[config.mk]
export PLATFORM = sky130hd
export DESIGN_NAME = lpm_clk_ctrl
export DESIGN_NICKNAME = d
export VERILOG_FILES = /design/src/rtl/lpm_pkg.sv /design/src/rtl/lpm_wake_merge.sv /design/src/rtl/lpm_mode_fsm.sv /design/src/rtl/lpm_gate_map.sv /design/src/rtl/lpm_clk_ctrl.sv
export SDC_FILE = /design/constraint.sdc
export NUM_CORES = 1
export LEC_CHECK = 0
export BUFFER_PORTS_ARGS = -buffer_cell sky130_fd_sc_hd__buf_4
export CAP_MARGIN = 30
export CORE_AREA = 2 2 39 41
export CTS_BUF_LIST = sky130_fd_sc_hd__clkbuf_8
export DETAILED_ROUTE_END_ITERATION = 8
export DIE_AREA = 0 0 41 43
export PLACE_DENSITY = 0.8
export SLEW_MARGIN = 15
export SYNTH_ARGS = -nofsm -noshare
export SYNTH_HDL_FRONTEND = slang
export SYNTH_SLANG_ARGS = --single-unit
[constraint.sdc]
create_clock -name clk -period 3.6 [get_ports clk]
set_input_delay 0.36 -clock clk [delete_from_list [all_inputs] [get_ports clk]]
set_output_delay 0.36 -clock clk [all_outputs]
set_load 0.05 [all_outputs]
[src/rtl/lpm_pkg.sv]
package lpm_pkg;

    typedef enum logic [2:0] {
        M_RUN  = 3'd0,
        M_WAIT = 3'd1,
        M_DOZE = 3'd2,
        M_STOP = 3'd3,
        M_STBY = 3'd4
    } lpm_mode_e;

    localparam int NMOD     = 8;
    localparam int H_CPU    = 0;
    localparam int H_BUS    = 1;
    localparam int H_PER    = 2;
    localparam int H_WDOG   = 3;
    localparam int H_PIT    = 4;
    localparam int H_KPD    = 5;
    localparam int H_OSC    = 6;
    localparam int H_TOD    = 7;

    typedef struct packed {
        logic            cpu;
        logic            bus;
        logic            per;
        logic            wdog;
        logic            pit;
        logic            tod;
        logic            kpd;
        logic [NMOD-1:0] hold;
    } gate_s;

endpackage

[src/rtl/lpm_wake_merge.sv]
module lpm_wake_merge #(
    parameter int NIRQ = 4
) (
    input  logic [NIRQ-1:0] irq,
    input  logic [NIRQ-1:0] irq_wake_en,
    input  logic            kpd_evt,
    input  logic            kpd_wake_en,
    output logic            wake
);
    logic [NIRQ-1:0] qual;

    for (genvar i = 0; i < NIRQ; i++) begin : g_qual
        assign qual[i] = irq[i] & irq_wake_en[i];
    end

    assign wake = (|qual) | (kpd_evt & kpd_wake_en);
endmodule

[src/rtl/lpm_mode_fsm.sv]
module lpm_mode_fsm
    import lpm_pkg::*;
(
    input  logic      clk,
    input  logic      rst_n,
    input  logic      lv_rst,
    input  logic      req_vld,
    input  logic [1:0] req_code,
    input  logic      wake,
    output lpm_mode_e mode_d,
    output lpm_mode_e mode_q
);
    typedef struct packed {
        lpm_mode_e mode;
    } st_s;

    st_s st_d, st_q;

    always_comb begin
        st_d = st_q;
        if (lv_rst) begin
            st_d.mode = M_STBY;
        end else if (st_q.mode == M_STBY) begin
            st_d.mode = M_RUN;
        end else if (wake) begin
            st_d.mode = M_RUN;
        end else if (st_q.mode == M_RUN && req_vld && req_code != 2'd0) begin
            st_d.mode = lpm_mode_e'({1'b0, req_code});
        end
    end

    always_ff @(posedge clk or negedge rst_n) begin
        if (!rst_n) st_q <= '{mode: M_RUN};
        else        st_q <= st_d;
    end

    assign mode_d = st_d.mode;
    assign mode_q = st_q.mode;
endmodule

[src/rtl/lpm_gate_map.sv]
module lpm_gate_map
    import lpm_pkg::*;
(
    input  logic      clk,
    input  logic      rst_n,
    input  lpm_mode_e mode_d,
    input  logic      frz_wdog,
    input  logic      frz_pit,
    output gate_s     gate_q
);
    localparam logic [NMOD-1:0] STBY_HOLD =
        ~((NMOD'(1) << H_OSC) | (NMOD'(1) << H_TOD));
    localparam gate_s RUN_GATE = '{cpu: 1'b1, bus: 1'b1, per: 1'b1, wdog: 1'b1,
                                   pit: 1'b1, tod: 1'b1, kpd: 1'b1, hold: '0};

    gate_s gate_d;
    logic  deep;

    always_comb begin
        deep   = (mode_d == M_DOZE) || (mode_d == M_STOP);
        gate_d = RUN_GATE;
        case (mode_d)
            M_WAIT: gate_d.cpu = 1'b0;
            M_DOZE: begin
                gate_d.cpu = 1'b0;
                gate_d.per = 1'b0;
            end
            M_STOP: begin
                gate_d.cpu = 1'b0;
                gate_d.per = 1'b0;
                gate_d.bus = 1'b0;
            end
            M_STBY: begin
                gate_d.cpu  = 1'b0;
                gate_d.per  = 1'b0;
                gate_d.bus  = 1'b0;
                gate_d.hold = STBY_HOLD;
            end
            default: ;
        endcase
        if (mode_d == M_STBY) begin
            gate_d.wdog = 1'b0;
            gate_d.pit  = 1'b0;
        end else if (deep) begin
            gate_d.wdog = !frz_wdog;
            gate_d.pit  = !frz_pit;
        end
    end

    always_ff @(posedge clk or negedge rst_n) begin
        if (!rst_n) gate_q <= RUN_GATE;
        else        gate_q <= gate_d;
    end
endmodule

[src/rtl/lpm_clk_ctrl.sv]
module lpm_clk_ctrl
    import lpm_pkg::*;
#(
    parameter int NIRQ = 4
) (
    input  logic            clk,
    input  logic            rst_n,
    input  logic            lv_rst,
    input  logic            req_vld,
    input  logic [1:0]      req_code,
    input  logic [NIRQ-1:0] irq,
    input  logic [NIRQ-1:0] irq_wake_en,
    input  logic            kpd_evt,
    input  logic            kpd_wake_en,
    input  logic            frz_wdog,
    input  logic            frz_pit,
    output logic [2:0]      mode_q,
    output logic            cpu_clk_en,
    output logic            bus_clk_en,
    output logic            per_clk_en,
    output logic            wdog_clk_en,
    output logic            pit_clk_en,
    output logic            tod_clk_en,
    output logic            kpd_clk_en,
    output logic [7:0]      rst_hold
);
    logic      wake;
    lpm_mode_e mode_d, mode_r;
    gate_s     gate_q;

    lpm_wake_merge #(.NIRQ(NIRQ)) u_wake (
        .irq         (irq),
        .irq_wake_en (irq_wake_en),
        .kpd_evt     (kpd_evt),
        .kpd_wake_en (kpd_wake_en),
        .wake        (wake)
    );

    lpm_mode_fsm u_fsm (
        .clk      (clk),
        .rst_n    (rst_n),
        .lv_rst   (lv_rst),
        .req_vld  (req_vld),
        .req_code (req_code),
        .wake     (wake),
        .mode_d   (mode_d),
        .mode_q   (mode_r)
    );

    lpm_gate_map u_gate (
        .clk      (clk),
        .rst_n    (rst_n),
        .mode_d   (mode_d),
        .frz_wdog (frz_wdog),
        .frz_pit  (frz_pit),
        .gate_q   (gate_q)
    );

    assign mode_q      = mode_r;
    assign cpu_clk_en  = gate_q.cpu;
    assign bus_clk_en  = gate_q.bus;
    assign per_clk_en  = gate_q.per;
    assign wdog_clk_en = gate_q.wdog;
    assign pit_clk_en  = gate_q.pit;
    assign tod_clk_en  = gate_q.tod;
    assign kpd_clk_en  = gate_q.kpd;
    assign rst_hold    = gate_q.hold;

    // low-voltage reset always lands in standby
    p_stby_entry_r11: assert property (@(posedge clk) disable iff (!rst_n)
        lv_rst |=> (mode_q == 3'd4 && rst_hold == 8'h3F && !cpu_clk_en));

    // releasing low-voltage reset returns to run with holds cleared
    p_stby_exit_r12: assert property (@(posedge clk) disable iff (!rst_n)
        (mode_q == 3'd4 && !lv_rst) |=> (mode_q == 3'd0 && rst_hold == 8'h00));

    // qualified wake from a low-power state
    p_wake_exit_r3: assert property (@(posedge clk) disable iff (!rst_n)
        (mode_q inside {3'd1, 3'd2, 3'd3} && wake && !lv_rst)
        |=> (mode_q == 3'd0 && cpu_clk_en && per_clk_en));

    // requests outside run do not move the state
    p_req_ignored_r2: assert property (@(posedge clk) disable iff (!rst_n)
        (mode_q inside {3'd1, 3'd2, 3'd3} && !wake && !lv_rst)
        |=> (mode_q == $past(mode_q)));

    // wait gates only the CPU
    p_wait_gate_r5: assert property (@(posedge clk) disable iff (!rst_n)
        (mode_q == 3'd1) |-> (!cpu_clk_en && bus_clk_en && per_clk_en));

    // stop gates the bus and peripherals
    p_stop_gate_r6: assert property (@(posedge clk) disable iff (!rst_n)
        (mode_q == 3'd3) |-> (!bus_clk_en && !per_clk_en && !cpu_clk_en));

    // watchdog freeze follows its bit in doze and stop
    p_wdog_frz_r7: assert property (@(posedge clk) disable iff (!rst_n)
        (mode_q inside {3'd2, 3'd3}) |-> (wdog_clk_en == !$past(frz_wdog)));

    // wake together with a request keeps run
    p_wake_vs_req_r4: assert property (@(posedge clk) disable iff (!rst_n)
        (mode_q == 3'd0 && wake && !lv_rst) |=> (mode_q == 3'd0));
endmodule

# Yosys cells after proc, flatten, opt, wreduce, memory -nomap -nowiden
# Cells that the tools add are included.
dict set report word_totals {
  out_inout_bits 18
  wordCells 39
  inputBits 18
  register_bits 16
}
dict set report op_classes {
  n_eq_ne 5
  n_reduce_logical 11
  n_mux 10
  bitwise_logic 6
}
# operator n
set ops {}
lappend ops {{$mux W3} 4}
lappend ops {{$reduce_or A4 Y1} 2}
lappend ops {{$eq A3 B2 Y1 const B} 2}
lappend ops {{$eq A3 B3 Y1 const B} 2}
lappend ops {{$mux W6} 1}
lappend ops {{$and A1 B1 Y1} 5}
lappend ops {{$mux W2} 2}
lappend ops {{$eq A3 B1 Y1 const B} 1}
lappend ops {{$logic_not A3 Y1} 1}
lappend ops {{$mux W1} 3}
lappend ops {{$reduce_or A3 Y1} 1}
lappend ops {{$logic_and A1 B1 Y1} 2}
lappend ops {{$logic_not A1 Y1} 2}
lappend ops {{$reduce_bool A2 Y1} 1}
lappend ops {{$reduce_or A2 Y1} 1}
lappend ops {{$logic_or A1 B1 Y1} 1}
lappend ops {{$or A1 B1 Y1} 1}

# Longest topological paths before layout
# Gate-level depths: netlist of the first run.
dict set report logic_depth {
  depth_word 11
  ltp_mapped 3
  depth_no_buf 3
}

# Modules after synthesis
# A second synthesis of the first run with hierarchy kept.
dict set report unflattened {
  cells_unflattened 39
  area_unflattened_um2 442.9
}
# module area_each_um2 instances cells_each seq_area_each_um2
set by_module_without_submodules {}
lappend by_module_without_submodules {lpm_gate_map 290.3 1 25 156.4}
lappend by_module_without_submodules {lpm_mode_fsm 131.4 1 11 75.1}
lappend by_module_without_submodules {lpm_wake_merge 21.3 1 3 0.0}

# Least setup slack after synthesis of the first run
# Ideal clock, no wire load.
dict set report synth_timing {
  path_kind {reg-to-reg}
  start {register u_fsm.st_q, in the netlist u_fsm.mode_q[2]}
  end {register u_fsm.st_q, in the netlist u_fsm.mode_q[1]}
  required_time_ps 3478
  setup_time_ps 122
  path_buffers 0
  arrival_ps 1403
  period_less_slack_ps 1525
  stages_incl_launch_ff 4
  path_slack_ps 2075
  path_cell_list {dfrtp_1 -> nor4bb_1 -> nor2_1 -> a2111oi_1}
}
dict set report synth_between {
  elab_chain_len 7
  word_cells_on_any_way 8
  classes_between {1 x eq/ne; 4 x mux; 3 x reduce/logical}
}
# item line_no
set synth_rtl {}
lappend synth_rtl {{start: declaration} lpm_mode_fsm.sv:17} ;# st_s st_d, st_q;
lappend synth_rtl {{start signal: assignment} lpm_mode_fsm.sv:33} ;# if (!rst_n) st_q <= '{mode: M_RUN};
lappend synth_rtl {{start signal: assignment} lpm_mode_fsm.sv:34} ;# else st_q <= st_d;
lappend synth_rtl {{$logic_not A3 Y1} lpm_mode_fsm.sv:27} ;# end else if (st_q.mode == M_RUN && req_vld && req_code != 2'd0) begin
lappend synth_rtl {{$logic_and A1 B1 Y1 (2 in series)} lpm_mode_fsm.sv:27}
lappend synth_rtl {{$mux W3} lpm_mode_fsm.sv:27}
lappend synth_rtl {{$mux W3} lpm_mode_fsm.sv:25} ;# end else if (wake) begin
lappend synth_rtl {{$mux W3 (*)} lpm_mode_fsm.sv:23} ;# end else if (st_q.mode == M_STBY) begin
lappend synth_rtl {{$mux W3 (*)} lpm_mode_fsm.sv:21} ;# if (lv_rst) begin
lappend synth_rtl {{via mode_d[1]} lpm_clk_ctrl.sv:28} ;# lpm_mode_e mode_d, mode_r;
# Mark *: on every way through the listed nets, which the timed path passes. The rest lies on a longest branch.

# Worst setup path after layout of the first run
# Ends and elaborated chain as after synthesis.

==> key figures, run 1 <==
Status
  – Run status: completed

Floorplan
  – Effective utilization at floorplan: 34.1%
  – # IOs: 36
  – Height of the chip: 43 um
  – Die Span X: 41 um
  – Row Count: 14
  – Area enclosed by the die boundary: 1760 sq um
  – Core Footprint: 1380 sq um

Clock network
  – # H-tree levels: 1
  – Insertion delay to the later sink of the worst-skew pair: 0.23 ns
  – Total of cells resized after clock tree synthesis: 0
  – Sinks on the clock net: 9
  – Master cell of the clock root buffer: sky130_fd_sc_hd__clkbuf_8
  – Clock-pin slew on the worst setup and hold paths: 0.04 ns
  – Total clock buffers created by CTS: 3
  – Clock tree from TritonCTS: done
  – Number of buffers on the longest clock path: 2

Drt
  – Detailed-route wire length: 1.03 mm
  – Post-detailed-route count of antenna-violating nets: 0
  – Count of vias placed by the detailed router: 420
  – DR pass1 iterations: 4
  – Detailed-route wire length per cell: 11.9 um
  – Via density per instance: 4.83
  – First-iteration detailed-routing DRC count: 7
  – Number of remaining DRC errors: 0

Synth
  – Dominant combinational cell family by area after synthesis: compound AO/OA/AOI/OAI gates
  – Top cells by area in the synthesized netlist: sky130_fd_sc_hd__dfstp_2, sky130_fd_sc_hd__dfrtp_1, sky130_fd_sc_hd__buf_4
  – Share of synthesized cell area in and, or, nand and nor gates: 9.02%
  – Area share of xor/xnor cells in the synthesized design: 0%
  – Compound-Gate Fraction of Synth Area: 22.8%
  – Share of flip-flops with an asynchronous set or reset after synthesis: 100%
  – Most numerous cell in the Yosys netlist: sky130_fd_sc_hd__buf_4
  – Leading register cell type out of synthesis: sky130_fd_sc_hd__dfstp_2
  – Multiplexer share of the synthesized area: 0%
  – Synthesized instance count: 43
  – Synth Register Bits: 9
  – Register area share after synthesis: 49.1%
  – Number of synthesized flops with an enable pin: 0
  – Number of synthesis warnings: 0
  – Cell area after technology mapping: 472 sq um
  – Proportion of netlist area held by the largest area contributor: 27.9%
  – Post-synthesis average cell area: 11.0 sq um
  – Number of distinct library cells after synthesis: 22
  – Most numerous cell types in the synthesized netlist: sky130_fd_sc_hd__buf_4, sky130_fd_sc_hd__dfstp_2, sky130_fd_sc_hd__dfrtp_1
  – Post-synthesis adder-cell area fraction: 0%
  – Dominant cell type by area after synthesis: sky130_fd_sc_hd__dfstp_2

STA
  – Final hold violations: 0
  – Worst hold margin: 0.256 ns
  – Final min period: 1.59 ns
  – Setup total negative slack: 0 ns
  – Final worst-path cycle share: 44.2%
  – Final clock skew: 0.00244 ns
  – Number of slew-limit violations in the final report: 0
  – Setup repair after global routing missed its margin: false
  – Setup-violating endpoint count in the final report: 0
  – Highest Clock Rate: 628 MHz

Worst setup path
  – Critical-path maximum fanout: 8
  – Startpoint of the lowest-slack register-to-register path: u_fsm.mode_q[2]
  – Worst r2r dst: u_fsm.mode_q[1]
  – Capturing element type of the critical path: flop
  – Worst path arrival time: 1.69 ns
  – Startpoint type of the worst setup path: flop
  – Number of cells traversed by the worst register-to-register path: 3
  – Flop2flop setup slack: 2.01 ns
  – Startpoint-to-endpoint class of the critical path: flop to flop
  – Data required time of the critical path: 3.70 ns

GRT
  – First-pass GRT wire length: 1.86 mm
  – Global Route Usage Sum: 16.1%
  – Initial antenna violation count: 0
  – Pin count of the biggest net entering global routing: 10
  – Vias in the first global route: 415
  – Total gr overflow: 0

Min path
  – Class of the tightest hold or removal check: input pin to flop
  – Hold path cells: 2
  – Hold path startpoint: frz_pit
  – Worst-case hold path end point: u_gate.gate_q[10]

Power
  – Switching component of the power: 0.0928 mW
  – Worst voltage drop across the vdd grid: 0.257 mV
  – Portion of total power attributed to sequential cells: 37.0%
  – Switch share: 30.7%
  – Internal power summed over all cells: 0.209 mW
  – PD cells: 422 nW/um^2
  – Part of the total power dissipated in combinational logic: 25.6%
  – Clk network pwr share: 37.4%
  – Leak Pwr: 0.344 nW

Finish
  – Design Area, Final: 716 sq um
  – Number of nets in the final layout: 90
  – Area overhead of the layout relative to synthesis: 51.7%
  – Antenna cell count: 0
  – Fraction of final layout cells sized beyond drive strength 1: 59.2%

Placement
  – DP Area: 661 sq um
  – Weighted congestion at the end of routability-driven global placement: 0.677
  – Port Buffers: 31

Job
  – Max-capacitance violation count: 0
## cells in the final DEF, fill, tap and decap left out, types with 2 or more instances in the layout
cell	Yosys	final
sky130_fd_sc_hd__dfrtp_1	4	4
sky130_fd_sc_hd__clkbuf_8	0	3
sky130_fd_sc_hd__conb_1	2	4
sky130_fd_sc_hd__a21oi_1	2	2
sky130_fd_sc_hd__dfstp_2	5	5
sky130_fd_sc_hd__nor2_1	3	3
sky130_fd_sc_hd__buf_4	9	31
sky130_fd_sc_hd__inv_1	3	4
## metal layers
| metal | vias up | part of all wire, % | global-route usage [%] |
|---|---|---|---|
| li1 | 197 | - | - |
| met1 | 199 | 37 | 17.2 |
| met2 | 22 | 53 | 25.9 |
| met3 | 2 | 8.8 | 6.28 |
| met4 | 0 | 1.4 | 8.00 |
| met5 | - | 0 | 0 |
## sequential cells by signal, summed over array words and instances (netlist names)
register and cells:
u_gate.gate_q 6, u_fsm.mode_q 3
## layout make-up
class	instances	area, sq um
Inverter	3	11.3
Timing Repair Buffer	32	243
Multi-Input combinational cell	23	165
Clock buffer	3	41.3
Clock inverter	1	3.75
Sequential cell	9	231
Fill cell	137	668
Tap cell	16	20.0
## how the worst max path moves through the flow
stage | endpoint | slack (ns) | from | cells past startpoint
2_1_floorplan | u_fsm.mode_q[1] | 2.08 | u_fsm.mode_q[2] | 3
3_3_place_gp | u_gate.gate_q[13] | 2.08 | irq[0] | 4
3_5_place_dp | u_fsm.mode_q[1] | 2.01 | u_fsm.mode_q[2] | 3
4_1_cts | u_fsm.mode_q[1] | 1.99 | u_fsm.mode_q[2] | 3
5_1_grt | u_fsm.mode_q[1] | 1.88 | u_fsm.mode_q[2] | 3
6_report | u_fsm.mode_q[1] | 2.01 | u_fsm.mode_q[2] | 3
## repair_timing
item | 4_1_cts | 5_1_grt
hold buffers | 1 | 0
setup buffers | 0 | 0
hold endpoints to repair | 4 | 0
## through the flow
stage          setup slack (ns)  power, mW  utilization [%]  cells
6_report                   2.01      0.302             51.7     87
5_1_grt                    1.88      0.321             51.7     87
4_1_cts                    1.99      0.306             51.7     87
3_5_place_dp               2.01      0.190             47.7     82
3_3_place_gp               2.08      0.189             47.7     82
2_1_floorplan              2.08      0.167                -     45
## logic make-up (layout without fill, tap and decap cells)
logic type,after synthesis,after routing
buffers and inverters,13,39
and+or+nand+nor,7,7
other,2,4
AOI/OAI and AO/OA,12,12
DFF,9,9
## power by group through the flow
| stage | Sequential (mW) | Clock, mW | Combinational [mW] |
|---|---|---|---|
| CTS | 0.112 | 0.116 | 0.0780 |
| floorplan | 0.130 | 0 | 0.0377 |
| global placement | 0.113 | 0 | 0.0762 |
| global route | 0.112 | 0.126 | 0.0824 |
| finish | 0.112 | 0.113 | 0.0775 |
| detailed placement | 0.113 | 0 | 0.0770 |
## critical path, cell delays in order, from the launching register on
cell	delay (ns)
sky130_fd_sc_hd__dfrtp_1	0.47
sky130_fd_sc_hd__nor4bb_1	0.45
sky130_fd_sc_hd__nor2_1	0.12
sky130_fd_sc_hd__a2111oi_1	0.41
(Power assumes the default switching activity.)
==> inputs of run 2 (changes only) <==
==> constraint.sdc (replaced) <==
create_clock -name clk -period 1.6 [get_ports clk]
set_input_delay 0.16 -clock clk [delete_from_list [all_inputs] [get_ports clk]]
set_output_delay 0.16 -clock clk [all_outputs]
set_load 0.05 [all_outputs]
==> run 2 against run 1 <==
Total power is 120% higher. Via count is 4.3% lower. Core utilization is 0.45 points higher. Sequential share of layout area is 0.28 points lower. Critical path depth stayed put. Die area stayed put. Sequential power is 120% higher. Combinational power is 130% higher. Routed wire length is 2.1% lower. First-iteration DRC count is 57% lower. Global-route usage is 1.6 points lower. Critical path type unchanged. Largest cell class unchanged.
==> key figures, run 2 (synthesis gave the netlist of run 1 again) <==
Clock network
  – Number of buffers on the longest clock path: 2 (unchanged)
  – Clock-pin slew on the worst setup and hold paths: 0.04 ns (about the same)
  – Total clock buffers created by CTS: 3 (unchanged)
  – Clock tree from TritonCTS: done (unchanged)
  – Insertion delay to the later sink of the worst-skew pair: 0.23 ns (about the same)
  – Master cell of the clock root buffer: sky130_fd_sc_hd__clkbuf_8 (unchanged)
  – # H-tree levels: 1 (unchanged)
  – Number of buffers added for setup after CTS: 0 (unchanged)
  – Sinks on the clock net: 9 (unchanged)

Drt
  – Detailed-route wire length per cell: 11.6 um (was 11.9 um)
  – Number of remaining DRC errors: 0 (unchanged)
  – Count of vias placed by the detailed router: 402 (was 420)
  – DR pass1 iterations: 4 (unchanged)
  – First-iteration detailed-routing DRC count: 3 (was 7)
  – Detailed-route wire length: 1.01 mm (was 1.03 mm)
  – Via density per instance: 4.62 (was 4.83)
  – Post-detailed-route count of antenna-violating nets: 0 (unchanged)

GRT
  – First-pass GRT wire length: 1.70 mm (was 1.86 mm)
  – Pin count of the biggest net entering global routing: 10 (unchanged)
  – Initial antenna violation count: 0 (unchanged)
  – Global Route Usage Sum: 14.5% (was 16.1%)
  – Vias in the first global route: 431 (was 415)
  – Total gr overflow: 0 (unchanged)

STA
  – Setup-violating endpoint count in the final report: 0 (unchanged)
  – Final min period: 1.42 ns (was 1.59 ns)
  – Worst hold margin: 0.0630 ns (was 0.256 ns)
  – Setup total negative slack: 0 ns (unchanged)
  – Final hold violations: 0 (unchanged)
  – Final worst-path cycle share: 88.9% (was 44.2%)
  – Setup repair after global routing missed its margin: false (unchanged)
  – Number of slew-limit violations in the final report: 0 (unchanged)
  – Post-route setup slack: 0.178 ns (was 2.01 ns)
  – Final clock skew: 0.000646 ns (was 0.00244 ns)
  – Highest Clock Rate: 703 MHz (was 628 MHz)

Worst setup path
  – Capturing element type of the critical path: flop (unchanged)
  – Flop2flop setup slack: 0.18 ns (was 2.01 ns)
  – Worst path arrival time: 1.53 ns (was 1.69 ns)
  – Number of cells traversed by the worst register-to-register path: 3 (unchanged)
  – Critical-path maximum fanout: 8 (unchanged)
  – First element of the critical path: u_fsm.mode_q[2] (unchanged)
  – Startpoint of the lowest-slack register-to-register path: u_fsm.mode_q[2] (unchanged)
  – Startpoint type of the worst setup path: flop (unchanged)
  – CP endpoint: u_fsm.mode_q[1] (unchanged)
  – Worst r2r dst: u_fsm.mode_q[1] (unchanged)
  – Data required time of the critical path: 1.70 ns (was 3.70 ns)
  – Startpoint-to-endpoint class of the critical path: flop to flop (unchanged)

Power
  – Switching component of the power: 0.205 mW (was 0.0928 mW)
  – PD cells: 937 nW/um^2 (was 422 nW/um^2)
  – Power, Total: 0.676 mW (was 0.302 mW)
  – Part of the total power dissipated in combinational logic: 25.9% (was 25.6%)
  – Internal power summed over all cells: 0.472 mW (was 0.209 mW)
  – Worst voltage drop across the vdd grid: 0.441 mV (was 0.257 mV)
  – Clk network pwr share: 36.9% (was 37.4%)
  – Portion of total power attributed to sequential cells: 37.2% (was 37.0%)
  – Switch share: 30.3% (was 30.7%)
  – Leak Pwr: 0.345 nW (was 0.344 nW)

Finish
  – Flip-flop and latch area: 231 sq um (unchanged)
  – Util after Layout: 52.2% (was 51.7%)
  – Total area of multi-input combinational cells: 171 sq um (was 165 sq um)
  – Final cell count without fillers: 87 (unchanged)
  – Register with the most flip-flops: u_gate.gate_q (unchanged)
  – Most frequent cells in the layout: sky130_fd_sc_hd__buf_4, sky130_fd_sc_hd__dfstp_2, sky130_fd_sc_hd__inv_1, sky130_fd_sc_hd__conb_1, sky130_fd_sc_hd__dfrtp_1 (unchanged)
  – Number of nets in the final layout: 90 (unchanged)
  – Most common library cell in the layout ignoring fill and taps: sky130_fd_sc_hd__buf_4 (unchanged)
  – Area overhead of the layout relative to synthesis: 53.1% (was 51.7%)
  – Antenna cell count: 0 (unchanged)
  – Fraction of final layout cells sized beyond drive strength 1: 60.6% (was 59.2%)
  – Design Area, Final: 722 sq um (was 716 sq um)
  – Count of filler cells inserted in the layout: 134 (was 137)
  – Number of flip-flops in the largest register: 6 (unchanged)

Min path
  – Class of the tightest hold or removal check: input pin to flop (unchanged)

Placement
  – Placed Instances: 82 (unchanged)
  – Worst-case setup slack after placement: 0.137 ns (was 2.01 ns)
  – Weighted congestion at the end of routability-driven global placement: 0.732 (was 0.677)
  – Port Buffers: 31 (unchanged)
  – HPWL after detailed placement: 814 um
  – DP Area: 661 sq um (unchanged)

Floorplan
  – # IOs: 36 (unchanged)
  – Core Footprint: 1380 sq um (unchanged)
  – Area enclosed by the die boundary: 1760 sq um (unchanged)
  – Row Count: 14 (unchanged)
  – Height of the chip: 43 um (unchanged)
  – Effective utilization at floorplan: 34.1% (unchanged)
  – Die Span X: 41 um (unchanged)

Job
  – Max-capacitance violation count: 0 (unchanged)

Status
  – Run status: completed (unchanged)
run 2: cell counts in the layout (fill, tap and decap cells not counted):
Identical to the previous run, type by type.
run 2: per-layer routing:
metal / share of wire [%] / wire (um) / vias to the layer above / global-route usage, %
met3: 7.0 / 71 / 0 / 4.71
li1: - / - / 198 / -
met2: 56 / 567 / 17 / 25.0
met1: 37 / 373 / 187 / 13.9
met5: 0 / 0 / - / 0
met4: 0 / 0 / 0 / 8.00
run 2: cell type report:
type / count / area share, %
inverters: 3 / 1.56
well taps: 16 / 2.77
clock buffers: 3 / 5.72
multi-input cells: 23 / 23.7
repair buffers: 32 / 33.6
clock inverters: 1 / 0.520
flip-flops and latches: 9 / 32.1
run 2: worst min-delay path by stage:
stage                  start           endpoint  slack (ns)  depth (start not counted)
floorplan              rst_n    u_fsm.mode_q[0]       -0.14                          0
global placement       rst_n    u_fsm.mode_q[0]       -0.02                          1
detailed placement     rst_n   u_gate.gate_q[4]       -0.02                          1
CTS                 frz_wdog  u_gate.gate_q[11]        0.06                          2
global route         frz_pit  u_gate.gate_q[10]        0.06                          2
finish              frz_wdog  u_gate.gate_q[11]        0.06                          2
run 2: timing repair:
item | in CTS | in global routing
endpoints found under the setup margin | 0 | 1
hold endpoints to repair | 9 | 0
gates resized for setup | 0 | 1
hold buffers | 1 | 0
run 2: worst max-delay path, stage by stage (launching register included):
cell                        delay [ns]
sky130_fd_sc_hd__dfrtp_1          0.47
sky130_fd_sc_hd__nor4bb_2         0.36
sky130_fd_sc_hd__nor2_1           0.10
sky130_fd_sc_hd__a2111oi_1        0.36
run 2: power groups by stage:
stage | Combinational, mW | Sequential, mW | Clock (mW)
floorplan | 0.0848 | 0.291 | 0
global placement | 0.171 | 0.254 | 0
detailed placement | 0.173 | 0.254 | 0
CTS | 0.175 | 0.251 | 0.258
global route | 0.186 | 0.253 | 0.265
finish | 0.175 | 0.251 | 0.250
